[config.mk]
export PLATFORM = sky130hd
export DESIGN_NAME = uart_rx_top
export DESIGN_NICKNAME = d
export VERILOG_FILES = /design/src/rtl/uart_rx_pkg.sv /design/src/rtl/uart_rx_ctrl.sv /design/src/rtl/uart_rx_fifo.sv /design/src/rtl/uart_rx_datapath.sv /design/src/rtl/uart_rx_top.sv
export SDC_FILE = /design/constraint.sdc
export NUM_CORES = 1
export LEC_CHECK = 0
export BUFFER_PORTS_ARGS = -buffer_cell sky130_fd_sc_hd__buf_2
export CORE_ASPECT_RATIO = 1.1
export CORE_MARGIN = 4
export CORE_UTILIZATION = 35
export DETAILED_ROUTE_END_ITERATION = 16
export GPL_TIMING_DRIVEN = 0
export PLACE_DENSITY_LB_ADDON = 0.12
export SETUP_SLACK_MARGIN = 0.1
export SYNTH_ARGS = -nofsm -noshare
export SYNTH_HDL_FRONTEND = slang
export SYNTH_HIERARCHICAL = 1
export SYNTH_SLANG_ARGS = --single-unit
[constraint.sdc]
create_clock -name clk -period 4.89 [get_ports clk]
set_clock_uncertainty 0.2 [all_clocks]
set_input_delay 0.489 -clock clk [delete_from_list [all_inputs] [get_ports clk]]
set_output_delay 0.489 -clock clk [all_outputs]
set_load 0.01 [all_outputs]
[src/rtl/uart_rx_pkg.sv]
`timescale 1ns/1ps
package uart_rx_pkg;

  typedef enum logic [2:0] {
    RX_IDLE,
    RX_START,
    RX_DATA,
    RX_PAR,
    RX_STOP,
    RX_BRKWAIT
  } rxState_t;

  // strobes from the control FSM to the datapath
  typedef struct packed {
    logic startShift;
    logic shiftBit;
    logic sampleParity;
    logic finishChar;
    logic pushBreak;
  } rxStrobe_t;

  // one queue entry: character plus its error tags
  typedef struct packed {
    logic [7:0] data;
    logic       brk;
    logic       par;
    logic       frm;
  } rxEntry_t;

  localparam int FLAG_W = 4;

endpackage

[src/rtl/uart_rx_ctrl.sv]
`timescale 1ns/1ps
module uart_rx_ctrl
  import uart_rx_pkg::*;
#(
  parameter int OSR = 16
) (
  input  logic       clk,
  input  logic       rstN,
  input  logic       sampleTick,
  input  logic       lineBit,
  input  logic       charAllLow,
  input  logic [1:0] wordLen,
  input  logic       parityEn,
  output rxStrobe_t  str
);

  localparam int CW = (OSR > 2) ? $clog2(OSR) : 1;
  localparam logic [CW-1:0] MID  = CW'(OSR / 2 - 1);
  localparam logic [CW-1:0] LAST = CW'(OSR - 1);

  rxState_t   state, nState;
  logic [CW-1:0] tickCnt, nCnt;
  logic [2:0] bitCnt, nBit;
  logic [2:0] lastBit;

  assign lastBit = 3'd4 + {1'b0, wordLen};

  always_comb begin
    nState = state;
    nCnt   = tickCnt;
    nBit   = bitCnt;
    str    = '0;
    if (sampleTick) begin
      nCnt = tickCnt + 1'b1;
      unique case (state)
        RX_IDLE: begin
          if (!lineBit) begin
            nState = RX_START;
            nCnt   = '0;
          end
        end
        RX_START: begin
          if (tickCnt == MID) begin
            nCnt = '0;
            if (!lineBit) begin
              nState         = RX_DATA;
              nBit           = '0;
              str.startShift = 1'b1;
            end else begin
              nState = RX_IDLE;
            end
          end
        end
        RX_DATA: begin
          if (tickCnt == LAST) begin
            nCnt         = '0;
            str.shiftBit = 1'b1;
            if (bitCnt == lastBit) nState = parityEn ? RX_PAR : RX_STOP;
            else                   nBit   = bitCnt + 1'b1;
          end
        end
        RX_PAR: begin
          if (tickCnt == LAST) begin
            nCnt             = '0;
            str.sampleParity = 1'b1;
            nState           = RX_STOP;
          end
        end
        RX_STOP: begin
          if (tickCnt == LAST) begin
            nCnt = '0;
            if (!lineBit && charAllLow) begin
              str.pushBreak = 1'b1;
              nState        = RX_BRKWAIT;
            end else begin
              str.finishChar = 1'b1;
              nState         = RX_IDLE;
            end
          end
        end
        RX_BRKWAIT: begin
          if (lineBit) nState = RX_IDLE;
        end
        default: nState = RX_IDLE;
      endcase
    end
  end

  always_ff @(posedge clk or negedge rstN) begin
    if (!rstN) begin
      state   <= RX_IDLE;
      tickCnt <= '0;
      bitCnt  <= '0;
    end else begin
      state   <= nState;
      tickCnt <= nCnt;
      bitCnt  <= nBit;
    end
  end

  // a high sample at the start midpoint abandons the character
  a_r1_start_reject: assert property (@(posedge clk) disable iff (!rstN)
    (state == RX_START && sampleTick && tickCnt == MID && lineBit) |=> state == RX_IDLE);

  // lockout holds until the line is sampled high
  a_r7_break_lockout: assert property (@(posedge clk) disable iff (!rstN)
    (state == RX_BRKWAIT && !(sampleTick && lineBit)) |=> state == RX_BRKWAIT);

endmodule

[src/rtl/uart_rx_fifo.sv]
`timescale 1ns/1ps
module uart_rx_fifo
  import uart_rx_pkg::*;
#(
  parameter int DEPTH = 8
) (
  input  logic     clk,
  input  logic     rstN,
  input  logic     wrEn,
  input  rxEntry_t wrData,
  input  logic     rdEn,
  input  logic     clrHead,
  output rxEntry_t head,
  output logic     empty,
  output logic     full
);

  localparam int AW = (DEPTH > 1) ? $clog2(DEPTH) : 1;
  localparam int CW = $clog2(DEPTH + 1);

  rxEntry_t mem [DEPTH];
  logic [AW-1:0] rdPtr, wrPtr;
  logic [CW-1:0] count;
  logic doWr, doRd;

  assign doWr  = wrEn && !full;
  assign doRd  = rdEn && !empty;
  assign empty = (count == '0);
  assign full  = (count == CW'(DEPTH));
  assign head  = mem[rdPtr];

  function automatic logic [AW-1:0] bump(input logic [AW-1:0] p);
    return (p == AW'(DEPTH - 1)) ? '0 : p + 1'b1;
  endfunction

  always_ff @(posedge clk or negedge rstN) begin
    if (!rstN) begin
      rdPtr <= '0;
      wrPtr <= '0;
      count <= '0;
    end else begin
      if (doWr) wrPtr <= bump(wrPtr);
      if (doRd) rdPtr <= bump(rdPtr);
      unique case ({doWr, doRd})
        2'b10:   count <= count + 1'b1;
        2'b01:   count <= count - 1'b1;
        default: count <= count;
      endcase
    end
  end

  // clear first, so a write into the same slot keeps its own tags
  always_ff @(posedge clk) begin
    if (clrHead && !empty) begin
      mem[rdPtr].brk <= 1'b0;
      mem[rdPtr].par <= 1'b0;
      mem[rdPtr].frm <= 1'b0;
    end
    if (doWr) mem[wrPtr] <= wrData;
  end

  // a break entry carries zero data and only the break tag
  a_r6_break_char_zero: assert property (@(posedge clk) disable iff (!rstN)
    (wrEn && wrData.brk) |-> (wrData.data == 8'h00 && !wrData.par && !wrData.frm));

  // a write into a full queue leaves it full and unchanged
  a_r9_keep_contents: assert property (@(posedge clk) disable iff (!rstN)
    (full && wrEn && !rdEn) |=> (full && $stable(rdPtr)));

endmodule

[src/rtl/uart_rx_datapath.sv]
`timescale 1ns/1ps
module uart_rx_datapath
  import uart_rx_pkg::*;
#(
  parameter int DEPTH = 8
) (
  input  logic              clk,
  input  logic              rstN,
  input  logic              rxLine,
  input  rxStrobe_t         str,
  input  logic [1:0]        wordLen,
  input  logic              parityEn,
  input  logic              parityOdd,
  input  logic              parityStick,
  input  logic              rdEn,
  input  logic              errClrWr,
  output logic              lineBit,
  output logic              charAllLow,
  output logic [7:0]        rxData,
  output logic              rxEmpty,
  output logic              rxFull,
  output logic [FLAG_W-1:0] flags
);

  logic [1:0] syncQ;
  logic [7:0] shReg;
  logic       parBit;
  logic       seenHigh;
  logic       overrun;
  logic       charDone;
  logic [7:0] alignedData;
  logic       expPar;
  rxEntry_t   newEntry, headEntry;

  // two-flop synchronizer, idle high
  always_ff @(posedge clk or negedge rstN) begin
    if (!rstN) syncQ <= 2'b11;
    else       syncQ <= {syncQ[0], rxLine};
  end
  assign lineBit = syncQ[1];

  always_ff @(posedge clk or negedge rstN) begin
    if (!rstN) begin
      shReg    <= '0;
      parBit   <= 1'b0;
      seenHigh <= 1'b0;
    end else begin
      if (str.startShift) begin
        shReg    <= '0;
        seenHigh <= 1'b0;
      end
      if (str.shiftBit) begin
        shReg <= {lineBit, shReg[7:1]};
        if (lineBit) seenHigh <= 1'b1;
      end
      if (str.sampleParity) begin
        parBit <= lineBit;
        if (lineBit) seenHigh <= 1'b1;
      end
    end
  end
  assign charAllLow = !seenHigh;

  // bits entered from the top: shift down by the unused width
  assign alignedData = shReg >> (2'd3 - wordLen);
  assign expPar      = parityStick ? parityOdd : ((^alignedData) ^ parityOdd);

  always_comb begin
    newEntry = '0;
    if (str.pushBreak) begin
      newEntry.brk = 1'b1;
    end else begin
      newEntry.data = alignedData;
      newEntry.par  = parityEn && (parBit != expPar);
      newEntry.frm  = !lineBit;
    end
  end

  assign charDone = str.finishChar | str.pushBreak;

  uart_rx_fifo #(.DEPTH(DEPTH)) uFifo (
    .clk     (clk),
    .rstN    (rstN),
    .wrEn    (charDone),
    .wrData  (newEntry),
    .rdEn    (rdEn),
    .clrHead (errClrWr),
    .head    (headEntry),
    .empty   (rxEmpty),
    .full    (rxFull)
  );

  always_ff @(posedge clk or negedge rstN) begin
    if (!rstN)                  overrun <= 1'b0;
    else if (charDone && rxFull) overrun <= 1'b1;
    else if (errClrWr)           overrun <= 1'b0;
  end

  assign rxData = headEntry.data;
  assign flags  = {overrun,
                   headEntry.brk & !rxEmpty,
                   headEntry.par & !rxEmpty,
                   headEntry.frm & !rxEmpty};

  // completing into a full queue raises overrun
  a_r9_overrun_set: assert property (@(posedge clk) disable iff (!rstN)
    (charDone && rxFull) |=> overrun);

  // a clear write with no concurrent queue change empties all flags
  a_r10_clear_all: assert property (@(posedge clk) disable iff (!rstN)
    (errClrWr && !rdEn && !charDone) |=> (flags == '0));

endmodule

[src/rtl/uart_rx_top.sv]
`timescale 1ns/1ps
module uart_rx_top
  import uart_rx_pkg::*;
#(
  parameter int DEPTH    = 8,
  parameter int OSR      = 16,
  parameter int STATUS_W = 32
) (
  input  logic                clk,
  input  logic                rstN,
  input  logic                sampleTick,
  input  logic                rxLine,
  input  logic [1:0]          wordLen,
  input  logic                parityEn,
  input  logic                parityOdd,
  input  logic                parityStick,
  input  logic                rdEn,
  output logic [7:0]          rxData,
  output logic                rxEmpty,
  output logic                rxFull,
  input  logic                errClrWr,
  input  logic [STATUS_W-1:0] errClrData,
  output logic [STATUS_W-1:0] statusWord
);

  rxStrobe_t         str;
  logic              lineBit;
  logic              charAllLow;
  logic [FLAG_W-1:0] flags;
  logic              unusedClrData;

  // the clear port acts on the strobe alone
  assign unusedClrData = ^errClrData;

  uart_rx_ctrl #(.OSR(OSR)) uCtrl (
    .clk        (clk),
    .rstN       (rstN),
    .sampleTick (sampleTick),
    .lineBit    (lineBit),
    .charAllLow (charAllLow),
    .wordLen    (wordLen),
    .parityEn   (parityEn),
    .str        (str)
  );

  uart_rx_datapath #(.DEPTH(DEPTH)) uData (
    .clk         (clk),
    .rstN        (rstN),
    .rxLine      (rxLine),
    .str         (str),
    .wordLen     (wordLen),
    .parityEn    (parityEn),
    .parityOdd   (parityOdd),
    .parityStick (parityStick),
    .rdEn        (rdEn),
    .errClrWr    (errClrWr),
    .lineBit     (lineBit),
    .charAllLow  (charAllLow),
    .rxData      (rxData),
    .rxEmpty     (rxEmpty),
    .rxFull      (rxFull),
    .flags       (flags)
  );

  assign statusWord = {{(STATUS_W - FLAG_W){1'b0}}, flags};

endmodule

== Word level (Yosys, flattened, before mapping) ==
Memory sizes are Yosys's and may differ from the RTL's.
Cells that the tools add are included.
Word-level totals
  bits in registers: 33
  memory bits (read-only): 0
  output and inout bits: 42
  bits in latches: 0
  input bits: 43
  bits in writable memories: 88
  memories kept: 1
  logic and storage cells: 120
Memories
  uData.uFifo.mem: depth 8, width 11, rd ports 1, clocked after Yosys merged registers in 0, wr ports 2, RTL line uart_rx_fifo.sv:21  | rxEntry_t mem [DEPTH];
Cells by class
  muxes and demuxes: 51
  multipliers: 0
  magnitude comparators: 0
  div/mod/pow operators: 0
  $add $sub $neg: 8
  shift-type cells: 1
  reduce and logical (&&, ||, !) cells: 20
  bitwise logic cells: 5
  equal/unequal tests: 23
Operators with widths (count)
  3-bit two-way mux: 15
  8-bit two-way mux: 3
  1-bit two-way mux: 21
  3-bit case mux with 6 select lines: 1
  3-bit == test, second input constant: 4
  4-bit two-way mux: 3
  2-bit by 1-bit inequality test with 1-bit output, second input constant: 6
  4-bit case mux with 3 select lines: 1
  3-bit by 1-bit adder with 3-bit output, second input constant: 3
  4-bit by 1-bit adder with 4-bit output, second input constant: 2
  4-bit == test, second input constant: 2
  2-bit two-way mux: 4
  4-bit case mux with 2 select lines: 1
  8-bit AND reduction: 1
  2-bit nonzero test: 4
  8-bit XOR reduction: 1
  8-bit by 2-bit >> shifter with 8-bit output: 1
  3-bit by 2-bit == test with 1-bit output, second input constant: 2
  1-bit logical AND: 6
  2-bit inequality test, second input constant: 3
  3-bit case mux with 2 select lines: 1
  6-bit AND reduction: 1
  5-bit two-way mux: 1
  4-bit by 3-bit == test with 1-bit output, second input constant: 1
  other kinds (15): 20

== Depth between registers and ports, before layout ==
  word-level depth: 11
  gate-level depth with buffers: 15
  mapped depth without buffers: 15

== By module ==
The synthesis kept the hierarchy.
By module, submodules not included
  uart_rx_fifo: seq. area each 2892.8 um^2, cells an instance 288, instances 1, area each 4226.6 um^2
  uart_rx_datapath: seq. area each 327.8 um^2, cells an instance 96, instances 1, area each 922.1 um^2
  uart_rx_ctrl: seq. area each 250.2 um^2, cells an instance 88, instances 1, area each 775.7 um^2
  uart_rx_top: seq. area each 0.0 um^2, cells an instance 29, instances 1, area each 214.0 um^2

== Least setup slack after synthesis ==
Ideal clock, no wire load.
  kind: reg-to-reg
  start point: register uCtrl.state[0]
  end point: register uData.uFifo.count[2]
  clock period less this slack: 2997 ps
  buffers on the path: 1
  data required time: 4561 ps
  cell stages (with the launch flop): 16
  path slack: 1893 ps
  library setup time: 129 ps
  arrival: 2668 ps
  path through: dfrtp_1 buf_4 nor3b_1 nand3_1 nor2_1 or2_2 inv_1 nor2_1 inv_1 ha_1 xor2_1 ha_1 a21oi_1 xor2_1 nor2_1 xor2_1
RTL lines
  start, declared: RTL line uart_rx_ctrl.sv:21  | rxState_t state, nState;
  start signal, assigned: RTL line uart_rx_ctrl.sv:95  | state <= nState;
  end signal, assigned: RTL line uart_rx_fifo.sv:45  | 2'b10: count <= count + 1'b1;
  end signal, assigned: RTL line uart_rx_fifo.sv:46  | 2'b01: count <= count - 1'b1;
  end signal, assigned: RTL line uart_rx_fifo.sv:47  | default: count <= count;
  end, declared: RTL line uart_rx_fifo.sv:23  | logic [CW-1:0] count;

==> results.sh <==
export IMPL_max_stage_delay_ns=0.88
export IMPL_cp_max_fo=10
export IMPL_dr_total_vias=4100
export IMPL_ant_nets=0
export IMPL_clock_latency_ns=0.42
export IMPL_slew_limit_headroom_pct=19.31
export IMPL_finalHoldViolCount=0
export IMPL_critical_path_class="reg -> reg"
export IMPL_path_clk_slew_ns=0.05
export IMPL_dieArea_um2=19720
export IMPL_finalCoreUtilization_pct=42.61
export IMPL_leakagePower_nw=2.862
export IMPL_grt_max_degree=34
export IMPL_met2_usage_pct=24.67
export IMPL_worstPathArrival_ns=3.35
export IMPL_synth_cells=501
export IMPL_start_util_pct=35.81
export IMPL_grt_use_met3_pct=3.459
export IMPL_end_kind="flip-flop"
export IMPL_drc=0
export IMPL_fillers=1666
export IMPL_synthTopCellsByCount="edfxtp_1, nor2_1, buf_4"
export IMPL_avgViaCountPerCell=5.000
export IMPL_ys_ff_latch=121
export IMPL_yosysMostFrequentCell="edfxtp_1"
export IMPL_rsz0062_at_grt="no"
export IMPL_finalPower_mw=3.327
export IMPL_htreeDepth=4
export IMPL_overflow=0
export IMPL_grt_usage_pct=15.42
export IMPL_cts_buffer_depth=2
export IMPL_vdd_ir_drop_max_uv=247.6
export IMPL_syn_to_final_growth_pct=19.00
export IMPL_fin_crit_sh_pct=72.00
export IMPL_worstPathCellList="buf_4 -> nor3b_1 -> nand3_1 -> nor2_1 -> or2_2 -> inv_1 -> nor2_1 -> nand2_1 -> nor2_1"
export IMPL_busiest_layer="met2"
export IMPL_run_status="finished, final reports clean"
export IMPL_start_kind="flip-flop"
export IMPL_multi_input_area_um2=2342
export IMPL_dr_pass1_iters=5
export IMPL_ys_warn_count=6
export IMPL_n_antenna_cell=0
export IMPL_antenna_found_initial=0
export IMPL_whs_path_depth=0
export IMPL_cp_data_required_time_ns=4.72
export IMPL_root_buffer="clkbuf_16"
export IMPL_post_drt_wl_per_cell_um=17.81
export IMPL_final_nets=625
export IMPL_async_flop_share_pct=27.27
export IMPL_clkSinkCount=121
export IMPL_critPathBufInv=2
export IMPL_synth_area_leader_cell="edfxtp_1"
export IMPL_place_hpwl_mm=10.18
export IMPL_grt_use_met1_pct=20.26
export IMPL_grt_pass1_vias=4096
export IMPL_cap_viol_max_count=0
export IMPL_max_freq_mhz=284.0
export IMPL_io_pins=85
export IMPL_numCtsBuffers=17
export IMPL_cts_tree="done"
export IMPL_path_common_cell="nor2_1"
export IMPL_avgSynthCellArea_um2=12.25
export IMPL_grt_pass1_wl_mm=23.27
export IMPL_critPathTopFamily="simple AND/OR/NAND/NOR gates"
export IMPL_synthTopCellsByArea="edfxtp_1, dfrtp_1, buf_4"
export IMPL_timing_setup_tns_ns=0
export IMPL_rrSetupSlack_ns=1.37
export IMPL_layout_drive_gt1_share_pct=23.38
export IMPL_synth_flop_cell="edfxtp_1"
export IMPL_die_x_um=134.3
export IMPL_synth_edf_count=88
export IMPL_post_cts_buffers=0
export IMPL_setup_violations=0
export IMPL_io_buffers=24
export IMPL_die_y_um=146.9
export IMPL_fp_row_count=50
export IMPL_netlist_area_leader_share_pct=43.05
export IMPL_ys_types=70
export IMPL_synth_yosys_seq_area_share_pct=56.54
export IMPL_drt_iter0_drc=318
export IMPL_r2r_cells=9
export IMPL_drv_slew=0
export IMPL_timing_worst_slew_pin_value_ns=1.203
export IMPL_min_period_ns=3.521
export IMPL_core_area_um2=17140
export IMPL_syn_area_um2=6138
export IMPL_ff_latch_area_um2=3471
export IMPL_crit_slowest_cell="nor2_1"
export IMPL_crit_cells=9
export IMPL_wirelength_mm=14.61
export IMPL_hp_class="reg -> reg"
export IMPL_gp_congestion=0.8142
export IMPL_power_density_nw_per_um2=455.5
-- stage by stage --
stage          setup slack, ns  hold WS (ns)  cells  instance area (um^2)
2_1_floorplan            1.893     -0.006591    528                  6240
3_3_place_gp             1.272        0.1464    786                  6653
3_5_place_dp             1.257        0.1493    786                  6653
4_1_cts                  1.287        0.1575    820                  7305
5_1_grt                  1.100        0.1626    820                  7305
6_report                 1.369        0.1557    820                  7305
-- cell type report --
cell class / instances / area share (%)
sequential: 121 / 47.52
clock inverter: 15 / 2.826
inverter: 15 / 0.7708
multi-input combinational: 337 / 32.07
buffer: 55 / 5.070
tap: 234 / 4.008
clock buffer: 17 / 5.824
timing repair buffer: 26 / 1.918
-- layer usage --
layer,up-vias,share of wire (%)
met4,0,1.4
met2,119,50
met5,-,0
li1,1955,-
met3,18,4.5
met1,2008,44
-- repair_timing --
action | 4_1_cts | 5_1_grt
hold buffers | 2 | 0
resized for setup | 0 | 0
endpoints found under the hold margin | 32 | 0
-- kinds of logic (layout without fill, tap and decap cells) --
kind of cell	Yosys count	count (layout)	share of synthesized area, %
flip-flops	121	121	56.54
adder cells (fa/ha/maj)	9	9	1.835
buffers and inverters	70	128	6.951
multiplexers	32	32	7.114
AO/OA/AOI/OAI	103	103	11.94
other	1	28	0.06109
AND/OR/NAND/NOR	153	153	13.49
XOR/XNOR	12	12	2.059
-- state kept, by name, summed over array words and instances, names as in the netlist --
register	flops
uData/uFifo/mem	88
uData/shReg	8
uCtrl/tickCnt	4
uData/uFifo/count	4
uCtrl/bitCnt	3
uCtrl/state	3
uData/uFifo/rdPtr	3
uData/uFifo/wrPtr	3
uData/syncQ	2
uData/overrun	1
uData/parBit	1
uData/seenHigh	1
-- power breakdown --
group	switching (mW)	internal [mW]	total (mW)
Clock	0.445	0.893	1.34
Sequential	0.0781	1.20	1.27
Combinational	0.381	0.334	0.715
-- worst reg2reg max path, stage by stage, from the launching register on --
cell and delay [ns]:
dfrtp_1 0.40, buf_4 0.17, nor3b_1 0.36, nand3_1 0.17
nor2_1 0.25, or2_2 0.20, inv_1 0.07, nor2_1 0.21
nand2_1 0.24, nor2_1 0.88
-- final timing paths --
kind,end,startpoint
worst max-delay path,uData/uFifo/mem[3][10]$_DFFE_PP_,uCtrl/state[0]$_DFFE_PN0P_
worst min-delay path,uData/syncQ[1]$_DFF_PN1_,uData/syncQ[0]$_DFF_PN1_
worst max register to register,uData/uFifo/mem[3][10]$_DFFE_PP_,uCtrl/state[0]$_DFFE_PN0P_
worst min register to register,uData/syncQ[1]$_DFF_PN1_,uData/syncQ[0]$_DFF_PN1_
max in group asynchronous,uData/uFifo/rdPtr[0]$_DFFE_PN0P_,rstN
min in group asynchronous,uData/overrun$_DFFE_PN0P_,rstN
-- cell usage in the layout, fill, tap and decap left out, types with 11 or more instances in the layout --
cell,Yosys,routed
a221oi_1,16,16
buf_2,8,32
buf_4,33,33
clkbuf_16,0,17
conb_1,1,28
dfrtp_1,31,31
edfxtp_1,88,88
inv_1,15,15
mux2_2,11,11
mux2i_1,11,11
nand2_1,30,30
nand2b_1,15,15
nor2_1,50,50
nor2b_1,11,11
o21ai_0,17,17
o22ai_1,16,16
Power figures use the tool's default switching activity.
